File: config.mk
export PLATFORM = sky130hd
export DESIGN_NAME = nvload_top
export DESIGN_NICKNAME = d
export VERILOG_FILES = /design/src/rtl/nvload_pkg.sv /design/src/rtl/nvload_step.sv /design/src/rtl/nvload_gate.sv /design/src/rtl/nvload_fsm.sv /design/src/rtl/nvload_top.sv
export SDC_FILE = /design/constraint.sdc
export NUM_CORES = 1
export LEC_CHECK = 0
export BUFFER_PORTS_ARGS = -buffer_cell sky130_fd_sc_hd__buf_2
export CAP_MARGIN = 20
export CORE_MARGIN = 4
export CORE_UTILIZATION = 44
export DETAILED_ROUTE_END_ITERATION = 8
export GPL_ROUTABILITY_DRIVEN = 0
export GPL_TIMING_DRIVEN = 0
export MAX_ROUTING_LAYER = met4
export PLACE_DENSITY = 0.79
export SYNTH_ARGS = -nofsm -noshare
export SYNTH_HDL_FRONTEND = slang
export SYNTH_HIERARCHICAL = 1
export SYNTH_SLANG_ARGS = --single-unit
File: constraint.sdc
create_clock -name clk -period 2.6 [get_ports clk]
set_clock_uncertainty 0.05 [all_clocks]
set_input_delay 0.13 -clock clk [delete_from_list [all_inputs] [get_ports clk]]
set_output_delay 0.13 -clock clk [all_outputs]
set_load 0.01 [all_outputs]
File: src/rtl/nvload_pkg.sv
package nvload_pkg;

    typedef enum logic [2:0] {
        ST_SIG_REQ   = 3'd0,
        ST_SIG_WAIT  = 3'd1,
        ST_COPY_REQ  = 3'd2,
        ST_COPY_WAIT = 3'd3,
        ST_DONE      = 3'd4
    } nvl_state_e;

endpackage

File: src/rtl/nvload_step.sv
// Cursor advance: walks the always-copied window, then jumps to the
// conditional window; flags the final address of the pass.
module nvload_step #(
    parameter int AW     = 8,
    parameter int ALW_HI = 'h1F,
    parameter int CND_LO = 'h2C,
    parameter int CND_HI = 'h33
) (
    input  logic [AW-1:0] cur,
    output logic [AW-1:0] nxt,
    output logic          last
);
    localparam logic [AW-1:0] A_HI = AW'(ALW_HI);
    localparam logic [AW-1:0] C_LO = AW'(CND_LO);
    localparam logic [AW-1:0] C_HI = AW'(CND_HI);

    always_comb begin
        if (cur == A_HI) nxt = C_LO;
        else             nxt = cur + 1'b1;
        last = (cur == C_HI);
    end
endmodule

File: src/rtl/nvload_gate.sv
// Decides whether the word just returned is to be written.
module nvload_gate #(
    parameter int AW     = 8,
    parameter int CND_LO = 'h2C,
    parameter int CND_HI = 'h33
) (
    input  logic [AW-1:0] addr,
    input  logic          flag,
    output logic          copy_ok
);
    localparam logic [AW-1:0] C_LO = AW'(CND_LO);
    localparam logic [AW-1:0] C_HI = AW'(CND_HI);

    logic in_cond;
    always_comb begin
        in_cond = (addr >= C_LO) && (addr <= C_HI);
        copy_ok = in_cond ? flag : 1'b1;
    end
endmodule

File: src/rtl/nvload_fsm.sv
module nvload_fsm
    import nvload_pkg::*;
#(
    parameter int AW         = 8,
    parameter int DW         = 16,
    parameter int SIG_ADDR   = 'h37,
    parameter int SIG_VALUE  = 'hAA55,
    parameter int START_ADDR = 'h10
) (
    input  logic          clk,
    input  logic          rst_n,
    input  logic [DW-1:0] mem_rdata,
    input  logic [AW-1:0] step_nxt,
    input  logic          step_last,
    input  logic          copy_ok,
    output logic [AW-1:0] cursor,
    output logic          mem_rd_en,
    output logic [AW-1:0] mem_addr,
    output logic          reg_we,
    output logic [AW-1:0] reg_addr,
    output logic [DW-1:0] reg_wdata,
    output logic          load_done
);
    localparam logic [AW-1:0] SIG_A = AW'(SIG_ADDR);
    localparam logic [DW-1:0] SIG_W = DW'(SIG_VALUE);
    localparam logic [AW-1:0] ST_A  = AW'(START_ADDR);

    nvl_state_e    state_q, state_d;
    logic [AW-1:0] cursor_q;

    always_ff @(posedge clk or negedge rst_n) begin
        if (!rst_n) state_q <= ST_SIG_REQ;
        else        state_q <= state_d;
    end

    always_ff @(posedge clk or negedge rst_n) begin
        if (!rst_n)
            cursor_q <= ST_A;
        else if (state_q == ST_COPY_WAIT && !step_last)
            cursor_q <= step_nxt;
    end

    always_comb begin
        state_d = state_q;
        unique case (state_q)
            ST_SIG_REQ:   state_d = ST_SIG_WAIT;
            ST_SIG_WAIT:  state_d = (mem_rdata == SIG_W) ? ST_COPY_REQ : ST_DONE;
            ST_COPY_REQ:  state_d = ST_COPY_WAIT;
            ST_COPY_WAIT: state_d = step_last ? ST_DONE : ST_COPY_REQ;
            ST_DONE:      state_d = ST_DONE;
            default:      state_d = ST_SIG_REQ;
        endcase
    end

    always_comb begin
        mem_rd_en = (state_q == ST_SIG_REQ) || (state_q == ST_COPY_REQ);
        mem_addr  = (state_q == ST_SIG_REQ) ? SIG_A : cursor_q;
        reg_we    = (state_q == ST_COPY_WAIT) && copy_ok;
        reg_addr  = cursor_q;
        reg_wdata = mem_rdata;
        load_done = (state_q == ST_DONE);
    end

    assign cursor = cursor_q;
endmodule

File: src/rtl/nvload_top.sv
module nvload_top #(
    parameter int AW        = 8,
    parameter int DW        = 16,
    parameter int SIG_ADDR  = 'h37,
    parameter int SIG_VALUE = 'hAA55,
    parameter int ALW_LO    = 'h10,
    parameter int ALW_HI    = 'h1F,
    parameter int CND_LO    = 'h2C,
    parameter int CND_HI    = 'h33,
    parameter int FLAG_BIT  = 15
) (
    input  logic          clk,
    input  logic          rst_n,
    output logic          mem_rd_en,
    output logic [AW-1:0] mem_addr,
    input  logic [DW-1:0] mem_rdata,
    output logic          reg_we,
    output logic [AW-1:0] reg_addr,
    output logic [DW-1:0] reg_wdata,
    output logic          load_done
);
    logic [AW-1:0] cursor, step_nxt;
    logic          step_last, copy_ok;

    nvload_step #(.AW(AW), .ALW_HI(ALW_HI), .CND_LO(CND_LO), .CND_HI(CND_HI)) u_step (
        .cur  (cursor),
        .nxt  (step_nxt),
        .last (step_last)
    );

    nvload_gate #(.AW(AW), .CND_LO(CND_LO), .CND_HI(CND_HI)) u_gate (
        .addr    (cursor),
        .flag    (mem_rdata[FLAG_BIT]),
        .copy_ok (copy_ok)
    );

    nvload_fsm #(
        .AW(AW), .DW(DW), .SIG_ADDR(SIG_ADDR), .SIG_VALUE(SIG_VALUE), .START_ADDR(ALW_LO)
    ) u_fsm (
        .clk       (clk),
        .rst_n     (rst_n),
        .mem_rdata (mem_rdata),
        .step_nxt  (step_nxt),
        .step_last (step_last),
        .copy_ok   (copy_ok),
        .cursor    (cursor),
        .mem_rd_en (mem_rd_en),
        .mem_addr  (mem_addr),
        .reg_we    (reg_we),
        .reg_addr  (reg_addr),
        .reg_wdata (reg_wdata),
        .load_done (load_done)
    );
endmodule

==> metrics.txt <==
Hold-fix buffers, CTS=1; Final Hold Viols=0; Unique masters post-synth=38; Post CTS Setup Buffer Count=0; Pre-antenna DRT Iters=4; ANT nets after route=0; IO buf count=52; CTS Sinks=11; Initial Utilization=47.6%; VDD IR max=0.223 mV; total global-route track usage=16.5%; register area share after synthesis=28.7%; Max Root-Sink Buffers=2; arrival time worst endpoint=2430 ps; Max Cap Viol=0; antenna violations before repair=0; Worst Setup End Kind=register; Post-Route WL=2270 um; ranking of synthesized cells by area=dfrtp_1, buf_4, mux2_2; RSZ-0062 raised after global routing=false; Req. time, crit path=2710 ps; Max Transition Viols Final=0; HP Class=primary input to register; synth-to-layout area growth=34.3%; via count=877; status=finished clean; critical path class=register to register; Final Util=64.0%; Syn Inst Count=99; Crit Reg-Reg Startpoint=u_fsm/cursor[0]$_DFFE_PN0N_; min-delay src=mem_rdata[5]; Top FF cell, synth=dfrtp_1; Layout Nets=176; DRC violations left=0; H-tree Lvls=1; f_max=431 MHz; largest net degree at the start of global routing=13; total power=349 uW; PD cells=269 nW/um^2; DP HPWL=1830 um; Critical Path Start=u_fsm/cursor[0]$_DFFE_PN0N_; CTS clk-pin slew, worst paths=70 ps; Ys Warns=6; Post-Syn Nets=118; CP max FO=9; final worst path period share=89.3%; first-pass GRT wire length=3480 um; DRT iter0 DRCs=1; WL/cell=12.4 um; Die Span X=54.8 um; ys async rst share=100%; Core ar.=2020 um^2; CP max-delay cell=nor4b_1; Rows=16; synthesized area per cell=9.73 um^2; fraction of synthesized cell area taken by the top area cell type=26.0%; Remaining Overflow, GRT=0; layout cells sized above 1=64.1%; # resized after CTS=0; Pleak=0.000716 uW; DIE AREA=3000 um^2; synthesized cell area=963 um^2; max_slew headroom=41.6%; number of synthesized flops with an enable pin=0; final setup vio count=0; register bit total from synthesis=11; CTS tree=built; Die Y=54.8 um; Final min period=2320 ps; measured slew at the worst slew-check pin=869 ps; Worst Setup Start Kind=register; Inserted Clock Buffers=3; area leader, netlist=dfrtp_1; vias per std cell=4.79; Worst path max stage delay=680 ps; CP Cell Sequence=ha_1 > nand4bb_2 > nor4b_1 > nor3_4 > mux2_2; vias in the first global route=797; Buf+Inv Stages, Crit Path=0; n_diodes=0; Ports=53; CTS Root Cell=clkbuf_4; insertion delay to the later sink of the worst-skew pair=270 ps; total negative slack=0 ps; fill count=176; Top delay family on crit path=simple AND/OR/NAND/NOR gates
[path summary, 6_finish.rpt]
kind,endpoint,slack [ps],cells after the start
worst max register to register,u_fsm/cursor[3]$_DFFE_PN0N_,280,5
worst min-delay path,u_fsm/state_q[1]$_DFF_PN0_,150,4
max in group asynchronous,u_fsm/cursor[4]$_DFFE_PN1N_,2040,2
worst min register to register,u_fsm/state_q[0]$_DFF_PN0_,530,2
worst max-delay path,u_fsm/cursor[3]$_DFFE_PN0N_,280,5
min in group asynchronous,u_fsm/state_q[0]$_DFF_PN0_,200,2
[cell usage in the layout (no fill, tap or decap), drive strengths merged, types with 2 or more instances in the layout]
| master | n |
|---|---|
| nor2 | 5 |
| nor4bb | 4 |
| nand4 | 2 |
| or2 | 5 |
| nor3 | 3 |
| buf | 78 |
| inv | 2 |
| nor3b | 2 |
| mux2 | 8 |
| nor2b | 3 |
| xor2 | 3 |
| nand3 | 3 |
| nand2 | 4 |
| dfrtp | 10 |
| nor4b | 2 |
| clkbuf | 4 |
[layer usage]
layer	share of wire, %	GRT usage (%)	up-vias
met5	0	-	-
met4	0.93	4.98	0
met3	7.9	5.18	3
met2	52	26.2	29
met1	39	19.9	402
li1	-	-	443
[cells in the mapped netlist, types with 2 or more instances]
cell type	n
buf_4	24
dfrtp_1	10
mux2_2	8
nor2_1	5
or2_2	5
nor4bb_1	4
nand2_1	3
nand3_1	3
nor2b_1	3
xor2_1	3
inv_1	2
nor3_1	2
nor3b_1	2
[per-stage QoR]
step	setup WS [ps]	instances	hold slack [ps]	area [um^2]
after global routing	64.5	183	160	1290
after detailed placement	279	178	-38.1	1260
after CTS	263	183	137	1290
after global placement	315	178	-32.2	1260
after floorplan	554	99	-216	963
final	279	183	146	1290
[power by group]
| part | internal, uW | total [uW] | switching [uW] |
|---|---|---|---|
| Clock | 59.5 | 118 | 58.8 |
| Combinational | 35.5 | 59.1 | 23.6 |
| Sequential | 171 | 171 | 0 |
| Total | 266 | 349 | 82.4 |
[registers in the layout, indices dropped and copies added (netlist names)]
signal,flops
u_fsm/cursor,8
u_fsm/state_q,3
[final cells by class]
class / count / area [um^2] / share of cell area, %
sequential: 11 / 277 / 21.4
inverter: 2 / 7.51 / 0.580
buffer: 26 / 205 / 15.9
tap: 27 / 33.8 / 2.61
clock buffer: 4 / 26.3 / 2.03
timing repair buffer: 53 / 270 / 20.9
multi-input combinational: 60 / 474 / 36.7
[tightest hold or removal path, stage by stage]
cell and delay (ps):
buf_2 90, nor4bb_1 50, nand4_1 100, o41ai_1 70
[kinds of logic after synthesis]
logic type	Yosys count	synth area share [%]
AOI/OAI and AO/OA	9	6.88
muxes	8	9.35
xor gates and xnor gates	4	3.64
DFF	11	28.7
buffers and inverters	28	22.1
adders and majority gates	1	1.30
and+or+nand+nor	38	28.1
Note: power is estimated with default switching activity, not from simulation.
